==> src/rtl/mdio_mgmt_pkg.sv <==
// Package: shared constants, register addresses and the per-bit line
// drive function for the MDIO management master.
// Assumes a 32-bit preamble of ones followed by a 32-bit clause-22 frame.
package mdio_mgmt_pkg;

    localparam int FRAME_W    = 32;
    localparam int PRE_LEN    = 32;
    localparam int SEQ_LEN    = PRE_LEN + FRAME_W;
    localparam int IDX_W      = $clog2(SEQ_LEN);
    localparam int REPLY_W    = 16;
    localparam int DATA_START = SEQ_LEN - REPLY_W;      // first reply bit index
    localparam int RELEASE_AT = DATA_START - 1;         // second turnaround bit
    localparam int OP_HI      = 29;
    localparam int ADDR_W     = 2;

    localparam logic [ADDR_W-1:0] ADR_DATA  = 2'd0;
    localparam logic [ADDR_W-1:0] ADR_EVENT = 2'd1;
    localparam logic [ADDR_W-1:0] ADR_SPEED = 2'd2;
    localparam logic [1:0]        OP_READ   = 2'b10;

    typedef struct packed {
        logic o;
        logic oe;
    } pin_drv_t;

    // Line value and enable for sequence position idx of frame frm.
    function automatic pin_drv_t drive_for(input logic [IDX_W-1:0] idx,
                                           input logic [FRAME_W-1:0] frm,
                                           input logic rd);
        pin_drv_t d;
        logic [IDX_W-1:0] rel;
        rel = IDX_W'(SEQ_LEN - 1) - idx;
        if (idx < IDX_W'(PRE_LEN)) begin
            d.o  = 1'b1;
            d.oe = 1'b1;
        end else if (rd && idx >= IDX_W'(RELEASE_AT)) begin
            d.o  = 1'b1;
            d.oe = 1'b0;
        end else begin
            d.o  = frm[rel[$clog2(FRAME_W)-1:0]];
            d.oe = 1'b1;
        end
        return d;
    endfunction

endpackage

==> src/rtl/mdio_mdc_gen.sv <==
// MDC generator: while run is high and the speed value is non-zero, toggles
// MDC every SPEED system clocks and flags the cycles whose clock edge makes
// MDC rise or fall. Idle (run low) forces MDC low and clears the count.
// Assumes speed may change at any time; a shrinking value takes effect at once.
module mdio_mdc_gen #(
    parameter int SPD_W = 8
) (
    input  logic             clk,
    input  logic             rst_n,
    input  logic             run,
    input  logic [SPD_W-1:0] speed,
    output logic             mdc,
    output logic             rise_stb,
    output logic             fall_stb
);

    logic [SPD_W-1:0] cnt_q;
    logic             mdc_q;
    logic             tick;

    // Toggle point: count reached the half-period with a live speed value.
    always_comb begin
        tick = run && (speed != '0) && (cnt_q >= speed - SPD_W'(1));
    end

    // Half-period counter and MDC level register.
    always_ff @(posedge clk) begin
        if (!rst_n) begin
            cnt_q <= '0;
            mdc_q <= 1'b0;
        end else if (!run) begin
            cnt_q <= '0;
            mdc_q <= 1'b0;
        end else if (tick) begin
            cnt_q <= '0;
            mdc_q <= ~mdc_q;
        end else if (speed != '0) begin
            cnt_q <= cnt_q + SPD_W'(1);
        end
    end

    assign mdc      = mdc_q;
    assign rise_stb = tick && !mdc_q;
    assign fall_stb = tick &&  mdc_q;

endmodule

==> src/rtl/mdio_frame_engine.sv <==
// Frame engine: walks a 64-position sequence (preamble then frame), updating
// the MDIO drive on each falling MDC edge and capturing reply bits on rising
// edges of a read's data phase. Pulses done on the final falling edge.
// Assumes start is only asserted while busy is low.
module mdio_frame_engine
    import mdio_mgmt_pkg::*;
(
    input  logic               clk,
    input  logic               rst_n,
    input  logic               start,
    input  logic [FRAME_W-1:0] frame,
    input  logic               rise_stb,
    input  logic               fall_stb,
    input  logic               mdio_i,
    output logic               busy,
    output logic               is_read,
    output logic               done,
    output logic [IDX_W-1:0]   bit_idx,
    output logic [REPLY_W-1:0] reply,
    output logic               mdio_o,
    output logic               mdio_oe
);

    logic [FRAME_W-1:0] frame_q;
    logic [IDX_W-1:0]   idx_q;
    logic [REPLY_W-1:0] rx_q;
    logic               busy_q;
    logic               rd_q;
    logic               o_q;
    logic               oe_q;
    logic               last_bit;
    logic [IDX_W-1:0]   idx_nxt;
    pin_drv_t           drv_nxt;

    // Next-position helpers for the falling-edge update.
    always_comb begin
        last_bit = (idx_q == IDX_W'(SEQ_LEN - 1));
        idx_nxt  = idx_q + IDX_W'(1);
        drv_nxt  = drive_for(idx_nxt, frame_q, rd_q);
    end

    // Sequence state, line drive and reply capture.
    always_ff @(posedge clk) begin
        if (!rst_n) begin
            busy_q  <= 1'b0;
            rd_q    <= 1'b0;
            idx_q   <= '0;
            frame_q <= '0;
            rx_q    <= '0;
            o_q     <= 1'b1;
            oe_q    <= 1'b0;
        end else if (!busy_q) begin
            if (start) begin
                busy_q  <= 1'b1;
                rd_q    <= (frame[OP_HI -: 2] == OP_READ);
                idx_q   <= '0;
                frame_q <= frame;
                rx_q    <= '0;
                o_q     <= 1'b1;
                oe_q    <= 1'b1;
            end
        end else if (rise_stb) begin
            if (rd_q && idx_q >= IDX_W'(DATA_START)) begin
                rx_q <= {rx_q[REPLY_W-2:0], mdio_i};
            end
        end else if (fall_stb) begin
            if (last_bit) begin
                busy_q <= 1'b0;
                o_q    <= 1'b1;
                oe_q   <= 1'b0;
            end else begin
                idx_q <= idx_nxt;
                o_q   <= drv_nxt.o;
                oe_q  <= drv_nxt.oe;
            end
        end
    end

    assign busy    = busy_q;
    assign is_read = rd_q;
    assign done    = busy_q && fall_stb && last_bit;
    assign bit_idx = idx_q;
    assign reply   = rx_q;
    assign mdio_o  = o_q;
    assign mdio_oe = oe_q;

endmodule

==> src/rtl/mdio_csr.sv <==
// Register file: data word, completion event flag (write 1 to clear) and
// MDC speed. Issues the start pulse for a data write while idle and loads
// the read reply into the low half of the data word at completion.
// Assumes a single-cycle write strobe and a combinational read path.
module mdio_csr
    import mdio_mgmt_pkg::*;
#(
    parameter int SPD_W = 8
) (
    input  logic               clk,
    input  logic               rst_n,
    input  logic               wr,
    input  logic [ADDR_W-1:0]  addr,
    input  logic [FRAME_W-1:0] wdata,
    input  logic               busy,
    input  logic               done,
    input  logic               is_read,
    input  logic [REPLY_W-1:0] reply,
    output logic               start,
    output logic [FRAME_W-1:0] data_word,
    output logic [SPD_W-1:0]   speed,
    output logic               evt,
    output logic [FRAME_W-1:0] rdata
);

    logic [FRAME_W-1:0] data_q;
    logic [SPD_W-1:0]   speed_q;
    logic               evt_q;

    // A data write starts a transaction only while the engine is idle.
    assign start = wr && (addr == ADR_DATA) && !busy;

    // Data word: loaded by an accepted write, low half replaced by a reply.
    always_ff @(posedge clk) begin
        if (!rst_n) begin
            data_q <= '0;
        end else if (start) begin
            data_q <= wdata;
        end else if (done && is_read) begin
            data_q[REPLY_W-1:0] <= reply;
        end
    end

    // Event flag: set on completion, cleared by writing 1; setting wins.
    always_ff @(posedge clk) begin
        if (!rst_n) begin
            evt_q <= 1'b0;
        end else if (done) begin
            evt_q <= 1'b1;
        end else if (wr && addr == ADR_EVENT && wdata[0]) begin
            evt_q <= 1'b0;
        end
    end

    // Speed register: plain read/write.
    always_ff @(posedge clk) begin
        if (!rst_n) begin
            speed_q <= '0;
        end else if (wr && addr == ADR_SPEED) begin
            speed_q <= wdata[SPD_W-1:0];
        end
    end

    // Read multiplexer.
    always_comb begin
        unique case (addr)
            ADR_DATA:  rdata = data_q;
            ADR_EVENT: rdata = {{(FRAME_W-1){1'b0}}, evt_q};
            ADR_SPEED: rdata = {{(FRAME_W-SPD_W){1'b0}}, speed_q};
            default:   rdata = '0;
        endcase
    end

    assign data_word = data_q;
    assign speed     = speed_q;
    assign evt       = evt_q;

endmodule

==> src/rtl/mdio_mgmt_master.sv <==
// Top level of the MDIO management master: connects the register file, the
// MDC generator and the frame engine. The MDIO pad is modelled as separate
// input, output and output-enable pins.
// Assumes the speed field width SPD_W is at most 32.
module mdio_mgmt_master
    import mdio_mgmt_pkg::*;
#(
    parameter int SPD_W = 8
) (
    input  logic               clk,
    input  logic               rst_n,
    input  logic               bus_wr,
    input  logic [ADDR_W-1:0]  bus_addr,
    input  logic [FRAME_W-1:0] bus_wdata,
    output logic [FRAME_W-1:0] bus_rdata,
    output logic               mdc,
    input  logic               mdio_i,
    output logic               mdio_o,
    output logic               mdio_oe
);

    logic               start;
    logic               busy;
    logic               is_read;
    logic               done;
    logic               evt;
    logic               rise_stb;
    logic               fall_stb;
    logic [IDX_W-1:0]   bit_idx;
    logic [REPLY_W-1:0] reply;
    logic [FRAME_W-1:0] data_word;
    logic [SPD_W-1:0]   speed;

    mdio_csr #(.SPD_W(SPD_W)) csr_i (
        .clk       (clk),
        .rst_n     (rst_n),
        .wr        (bus_wr),
        .addr      (bus_addr),
        .wdata     (bus_wdata),
        .busy      (busy),
        .done      (done),
        .is_read   (is_read),
        .reply     (reply),
        .start     (start),
        .data_word (data_word),
        .speed     (speed),
        .evt       (evt),
        .rdata     (bus_rdata)
    );

    mdio_mdc_gen #(.SPD_W(SPD_W)) mdc_i (
        .clk      (clk),
        .rst_n    (rst_n),
        .run      (busy),
        .speed    (speed),
        .mdc      (mdc),
        .rise_stb (rise_stb),
        .fall_stb (fall_stb)
    );

    mdio_frame_engine eng_i (
        .clk      (clk),
        .rst_n    (rst_n),
        .start    (start),
        .frame    (bus_wdata),
        .rise_stb (rise_stb),
        .fall_stb (fall_stb),
        .mdio_i   (mdio_i),
        .busy     (busy),
        .is_read  (is_read),
        .done     (done),
        .bit_idx  (bit_idx),
        .reply    (reply),
        .mdio_o   (mdio_o),
        .mdio_oe  (mdio_oe)
    );

endmodule

==> config.mk <==
export PLATFORM = sky130hd
export DESIGN_NAME = mdio_mgmt_master
export DESIGN_NICKNAME = d
export VERILOG_FILES = /design/src/rtl/mdio_mgmt_pkg.sv /design/src/rtl/mdio_mdc_gen.sv /design/src/rtl/mdio_frame_engine.sv /design/src/rtl/mdio_csr.sv /design/src/rtl/mdio_mgmt_master.sv
export SDC_FILE = /design/constraint.sdc
export NUM_CORES = 1
export LEC_CHECK = 0
export BUFFER_PORTS_ARGS = -buffer_cell sky130_fd_sc_hd__buf_4
export CAP_MARGIN = 20
export CORE_MARGIN = 5
export CORE_UTILIZATION = 40
export DETAILED_ROUTE_END_ITERATION = 10
export SYNTH_ARGS = -nofsm -noshare
export SYNTH_HDL_FRONTEND = slang
export SYNTH_HIERARCHICAL = 1
export SYNTH_SLANG_ARGS = --single-unit
==> constraint.sdc <==
create_clock -name clk -period 3.2 [get_ports clk]
set_input_delay 0.48 -clock clk [delete_from_list [all_inputs] [get_ports clk]]
set_output_delay 0.48 -clock clk [all_outputs]
set_load 0.03 [all_outputs]
Word-level counts from Yosys, hierarchy flattened
Index checks and enable logic that the tools add are counted.
{ "classes": {"n_addsub": 4, "magnitude_cmp": 5, "eq_ne": 9, "n_mux": 32, "bitwise_logic": 3, "reduce_logical": 27} }
{ "op_table": {"columns": ["cell", "n"], "rows": [
  ["16-bit two-way mux", 6],
  ["32-bit one-hot mux with 3 select lines", 1],
  ["6-bit two-way mux", 5],
  ["1-bit two-way mux", 17],
  ["1-bit logical AND", 14],
  ["6-bit greater-or-equal comparator, second input constant", 2],
  ["8-bit by 1-bit adder with 8-bit output, second input constant", 1],
  ["8-bit greater-or-equal comparator", 1],
  ["8-bit nonzero test", 1],
  ["8-bit by 1-bit subtractor with 8-bit output, second input constant", 1],
  ["6-bit by 1-bit adder with 6-bit output, second input constant", 1],
  ["6-bit == test, second input constant", 1],
  ["5-bit by 6-bit less-than comparator with 1-bit output, second input constant", 1],
  ["6-bit less-than comparator, second input constant", 1],
  ["2-bit inequality test, second input constant", 3],
  ["3-bit AND reduction", 2],
  ["2-bit nonzero test", 3],
  ["1-bit binary-select mux with 5-bit select", 1],
  ["5-bit subtractor, first input constant", 1],
  ["2-bit == test, second input constant", 2],
  ["2-bit two-way mux", 2],
  ["2-bit by 1-bit inequality test with 1-bit output, second input constant", 2],
  ["2-bit AND reduction", 2],
  ["4-bit AND reduction", 1],
  ["other kinds (5)", 8]
]} }
{ "totals": {"register_bits": 108, "in_bits": 38, "out_inout_bits": 35, "wordCells": 93} }

Longest topological paths before layout
{ "logic_depth": {"ltp_word": 10, "mapped_depth": 16, "mapped_depth_nobuf": 15} }

By module
The synthesis kept the hierarchy.
{ "modules_own_cells": {"columns": ["mod", "instances", "cells_each", "area_per_inst_um2", "seq_area_each_um2"], "rows": [
  ["mdio_frame_engine", 1, 308, 2621.3, 1161.1],
  ["mdio_csr", 1, 239, 1940.6, 820.8],
  ["mdio_mdc_gen", 1, 79, 730.7, 180.2]
]} }

Least setup slack after synthesis
OpenSTA, ideal clock, no wires.
{ "synth_timing": {"path_type": "register to register", "startpoint": "register csr_i.speed_q[0] (netlist: csr_i/speed[0])", "endpoint": "register csr_i.data_q[10] (netlist: csr_i/data_word[10])", "setup_time_ns": 0.119, "arrival_time_ns": 3.370, "required_time_ns": 3.081, "slack_ns": -0.289, "stages_incl_launch_ff": 17, "path_buffers": 2, "period_less_slack_ns": 3.489, "cell_sequence": "dfxtp_1 -> inv_1 -> ha_1 -> or4b_4 -> nor2_1 -> xnor2_1 -> ha_1 -> nand2_1 -> nor4_1 -> nand4b_4 -> a21boi_1 -> and3_1 -> clkbuf_1 -> nand2_1 -> clkbuf_1 -> a21oi_1 -> a21oi_1"} }
{ "synth_between": {"elab_chain_cells": 8, "word_cells_on_any_way": 10, "classes_between": "add/sub: 1; order compare: 1; reduce/logical: 8"} }
{ "synth_lines": {"columns": ["item", "line", "rtl"], "rows": [
  ["start: declaration", "mdio_csr.sv:27", "logic [SPD_W-1:0] speed_q;"],
  ["start signal: assignment", "mdio_csr.sv:60", "speed_q <= wdata[SPD_W-1:0];"],
  ["8-bit by 1-bit subtractor with 8-bit output / 8-bit nonzero test (equally long branches)", "mdio_mdc_gen.sv:23", "tick = run && (speed != '0) && (cnt_q >= speed - SPD_W'(1));"],
  ["8-bit greater-or-equal comparator / 1-bit logical AND (equally long branches)", "mdio_mdc_gen.sv:23", null],
  ["1-bit logical AND (*)", "mdio_mdc_gen.sv:23", null],
  ["1-bit logical AND (*)", "mdio_mdc_gen.sv:44", "assign fall_stb = tick && mdc_q;"],
  ["net fall_stb", "mdio_mgmt_master.sv:28", "logic fall_stb;"],
  ["1-bit logical AND (*) (2 in a row)", "mdio_frame_engine.sv:81", "assign done = busy_q && fall_stb && last_bit;"],
  ["net done", "mdio_mgmt_master.sv:25", "logic done;"],
  ["1-bit logical AND (*)", "mdio_csr.sv:39", "end else if (done && is_read) begin"],
  ["2-bit nonzero test (no source line) (*)", null, null],
  ["end signal: assignment", "mdio_csr.sv:38", "data_q <= wdata;"],
  ["end signal: indexed assignment", "mdio_csr.sv:40", "data_q[REPLY_W-1:0] <= reply;"],
  ["end: declaration", "mdio_csr.sv:26", "logic [FRAME_W-1:0] data_q;"]
]} }
The timed path passes the listed nets; every way through them passes the cells marked *.
A chain may end at the register's enable or synchronous reset.

Worst setup path in the final report
{ "layout_timing": {"startpoint": "register csr_i.speed_q[1] (netlist: csr_i/speed[1])", "endpoint": "register eng_i.idx_q[1] (netlist: eng_i/bit_idx[1])"} }
{ "layout_between": {"elab_chain_cells": 6, "word_cells_on_any_way": 10, "classes_between": "add/sub: 1; order compare: 1; eq/ne: 2; reduce/logical: 6"} }
{ "layout_lines": {"columns": ["item", "line", "rtl"], "rows": [
  ["8-bit by 1-bit subtractor with 8-bit output / 8-bit nonzero test (equally long branches)", "mdio_mdc_gen.sv:23", null],
  ["8-bit greater-or-equal comparator / 1-bit logical AND (equally long branches)", "mdio_mdc_gen.sv:23", null],
  ["1-bit logical AND (*)", "mdio_mdc_gen.sv:23", null],
  ["1-bit logical AND (*)", "mdio_mdc_gen.sv:44", null],
  ["net fall_stb", "mdio_mgmt_master.sv:28", null],
  ["2-bit by 1-bit inequality test with 1-bit output (no source line) (*)", null, null],
  ["4-bit AND reduction (no source line) (*)", null, null],
  ["end signal: assignment", "mdio_frame_engine.sv:72", "idx_q <= idx_nxt;"],
  ["end: declaration", "mdio_frame_engine.sv:25", "logic [IDX_W-1:0] idx_q;"]
]} }
Marked as above.

==> results.yml <==
outcome:
  status: "complete, but fails checks"
  violations: "setup timing"
synth:
  synth_top_area_cell: "dfxtp_1"
  syn_inst: 626
  synth_warnings: 6
  synth_nets: 676
  synth_seq_cells: 108
  syn_area_per_cell_um2: 8.45
  ys_seq_area_share_pct: 40.9
  syn-cell-area_um2: 5290
  synthTopCellsByArea: "dfxtp_1 41%, nand2_1 9.1%, a21boi_0 8.2%, mux2i_1 4.3%, nand3_1 4.0%"
  synthDistinctLibCells: 49
  synth_top_area_share_pct: 40.9
  ys_async_sr_fraction_pct: 0
  synth-edff-count: 0
  ys.flop_type: "dfxtp_1"
die:
  die_w_um: 125
  die-area_um2: 15600
  core_um2: 13100
  start_util_pct: 40.4
  pin_count: 73
  die_y_um: 125
  num_rows: 42
sta:
  tightest_slew_ps: 872
  fin_crit_ps: 3220
  hold_viol: 0
  rsz0062_at_grt: "true"
  setup_viol: 1
  max_freq_ghz: 0.311
  skew_ps: 8.66
  slew_headroom_pct: 41.9
  setup_slack_ps: -19.5
  finalCritPeriodShare_pct: 101
  maxSlewViolCount: 0
critical_path:
  cp_slowest_cell: "or4b_4"
  crit_arrival_ps: 3500
  critPathLaunch: "csr_i/speed[1]$_SDFFE_PN0P_"
  r2r-start: "csr_i/speed[1]$_SDFFE_PN0P_"
  regToRegSetupSlack_ps: -20
  path_class: "flip-flop to flip-flop"
  cp_top_family: "simple AND/OR/NAND/NOR gates"
  slowest_delay_ps: 480
  critPathLaunchType: "flip-flop"
  path_buf_inv: 1
  r2r-end: "eng_i/bit_idx[1]$_SDFFE_PN0P_"
  critPathMaxFanout: 5
  path_cells: "inv_2 -> ha_4 -> or4b_4 -> nor2_4 -> xnor2_1 -> ha_1 -> nand2_2 -> nor4_4 -> nand4b_4 -> a21boi_4 -> a31oi_4 -> a21o_4 -> or3_1 -> a21boi_1"
  r2r_cells: 14
  crit_required_ps: 3480
  endpoint: "eng_i/bit_idx[1]$_SDFFE_PN0P_"
  cp.depth: 14
  cp-end-kind: "flip-flop"
pwr:
  pwr-share-seq_pct: 50.5
  total_power_w: 0.00277
  comb_power_share_pct: 11.1
  p_int_w: 0.00206
  total_leakage_power_nw: 2.57
  pwr-share-clk_pct: 38.4
  powerDensity_nw_per_um2: 428
  switching_share_pct: 25.5
  p_switching_w: 0.000706
  ir_worst_vdd_v: 0.000258
clocking:
  cts_buffers: 9
  cts_hold_buf: 0
  clkSlewWorstSetupHoldPaths_ps: 70
  htreeDepth: 3
  clk_latency_ps: 350
  cts_tree: "done"
  root_buffer: "clkbuf_16"
  clk_path_buf_depth: 2
  clock_sinks: 108
grt:
  overflow: 0
  antenna_found_initial: 0
  grt_usage_pct: 17.9
  grt_pass1_vias: 4471
  grt_pass1_wl_um: 23200
  grt_max_degree: 103
job:
  cap_violations: 0
cells_and_area:
  finalInstanceArea_um2: 6480
  diodes: 0
  fin_util_pct: 49.5
  layout-drive-gt1-share_pct: 21.1
  layout.nets: 745
  area_growth_pct: 22.4
drt:
  postRouteAntennaNets: 0
  first_pass_iters: 4
  num_vias: 4573
  drt_iter0_markers: 260
  post_drt_wl_per_cell_um: 16.1
  drt-total-wl_um: 14100
  vias_per_cell: 5.22
  drc_errors: 0
place:
  place_hpwl_um: 9670
  port_buffers: 72
  place_area_um2: 6060
  routabilityCongestion: 0.908
hold_path:
  hold_depth: 3
  min_path_type: "input pin to flip-flop"
-- flip-flops by register name, indices dropped and copies added, names as in the netlist --
| name | count |
|---|---|
| csr_i/data_word | 32 |
| csr_i/speed | 8 |
| eng_i/is_read | 1 |
| csr_i/evt | 1 |
| eng_i/frame_q | 32 |
| eng_i/busy | 1 |
| eng_i/reply | 16 |
| eng_i/mdio_oe | 1 |
| mdc_i/cnt_q | 8 |
| eng_i/mdio_o | 1 |
| mdc_i/mdc | 1 |
| eng_i/bit_idx | 6 |
-- routing by layer --
layer	wire length, µm	global-route usage [%]	part of all wire (%)
met5	0	0	0
met4	106	3.32	0.75
met3	637	4.43	4.5
met2	6740	29.2	48
met1	6610	24.5	47
-- per-stage QoR --
stage / std cells / hold slack, ps / TNS [ps] / setup WS, ps
after floorplan: 626 / 430 / 0 / 1.49
after global placement: 854 / 439 / 0 / 45.5
after detailed placement: 854 / 442 / -276 / -62.7
after CTS: 872 / 370 / 0 / 2.39
after global routing: 876 / 384 / -2760 / -156
final: 876 / 381 / -19.5 / -19.5
-- placed cells by master (no fill, tap or decap), drive strengths merged, types with 7 or more instances in the layout --
cell type	Yosys	final
nor2b	13	13
and2	25	25
ha	12	12
inv	6	7
a21boi	72	72
buf	15	102
nor2	26	26
nand2	128	128
o21ai	21	21
clkbuf	29	10
xnor2	10	10
dfxtp	108	108
xor2	7	7
mux2i	23	23
a21oi	39	39
nand3	43	43
-- worst min-delay path by stage --
stage                                     startpoint                                to
floorplan           csr_i/data_word[16]$_SDFFE_PN0P_  csr_i/data_word[16]$_SDFFE_PN0P_
global placement    csr_i/data_word[21]$_SDFFE_PN0P_  csr_i/data_word[21]$_SDFFE_PN0P_
detailed placement  csr_i/data_word[22]$_SDFFE_PN0P_  csr_i/data_word[22]$_SDFFE_PN0P_
CTS                                    bus_wdata[20]  csr_i/data_word[20]$_SDFFE_PN0P_
global route                           bus_wdata[20]  csr_i/data_word[20]$_SDFFE_PN0P_
finish                                 bus_wdata[20]  csr_i/data_word[20]$_SDFFE_PN0P_
-- power groups by stage --
stage,logic (W),registers (W),clock network (W)
floorplan,0.000187,0.00143,0
global placement,0.000290,0.00143,0
detailed placement,0.000296,0.00143,0
CTS,0.000300,0.00140,0.00110
global route,0.000341,0.00140,0.00114
finish,0.000307,0.00140,0.00106
-- worst register-to-register path: stages (launching register included) --
cell and delay [ps]:
dfxtp_2 330, inv_2 70, ha_4 130, or4b_4 480
nor2_4 120, xnor2_1 70, ha_1 290, nand2_2 70
nor4_4 320, nand4b_4 180, a21boi_4 240, a31oi_4 130
a21o_4 230, or3_1 370, a21boi_1 120
-- area by class of cell --
cell class / instances / area, µm²
clock buffers: 10 / 239
clock inverters: 6 / 38.8
fillers: 1260 / 6610
inverters: 7 / 31.3
multi-input cells: 467 / 2990
flip-flops and latches: 108 / 2160
well taps: 176 / 220
repair buffers: 102 / 793
-- Yosys cell counts (3+ instances only) --
library cell / number
a2111oi_0: 3
a21boi_0: 58
a21boi_1: 14
a21oi_1: 38
a31oi_1: 4
and2_1: 25
and3_1: 5
buf_2: 8
buf_6: 4
clkbuf_1: 29
dfxtp_1: 108
ha_1: 12
inv_1: 6
mux2i_1: 23
mux4_2: 5
nand2_1: 128
nand3_1: 42
nand3b_1: 3
nand4b_1: 3
nor2_1: 26
nor2b_1: 13
o21ai_0: 21
or3_1: 3
xnor2_1: 9
xor2_1: 7
-- cells by family (layout without fill, tap and decap cells) --
| family | after synthesis | count (layout) | share of synthesized area [%] |
|---|---|---|---|
| and+or+nand+nor | 262 | 262 | 23.9 |
| AOI/OAI and AO/OA | 148 | 148 | 18.4 |
| DFF | 108 | 108 | 40.9 |
| buffers and inverters | 51 | 125 | 4.54 |
| muxes | 28 | 28 | 6.48 |
| xor gates and xnor gates | 17 | 17 | 2.96 |
| adders and majority gates | 12 | 12 | 2.84 |
-- repair_timing --
action / in CTS / in global routing
cloned: 0 / 1
setup buffers: 2 / 3
resized for setup: 6 / 26
pin swaps: 3 / 11
endpoints found under the setup margin: 23 / 42
Note: power is estimated with default switching activity, not from simulation.
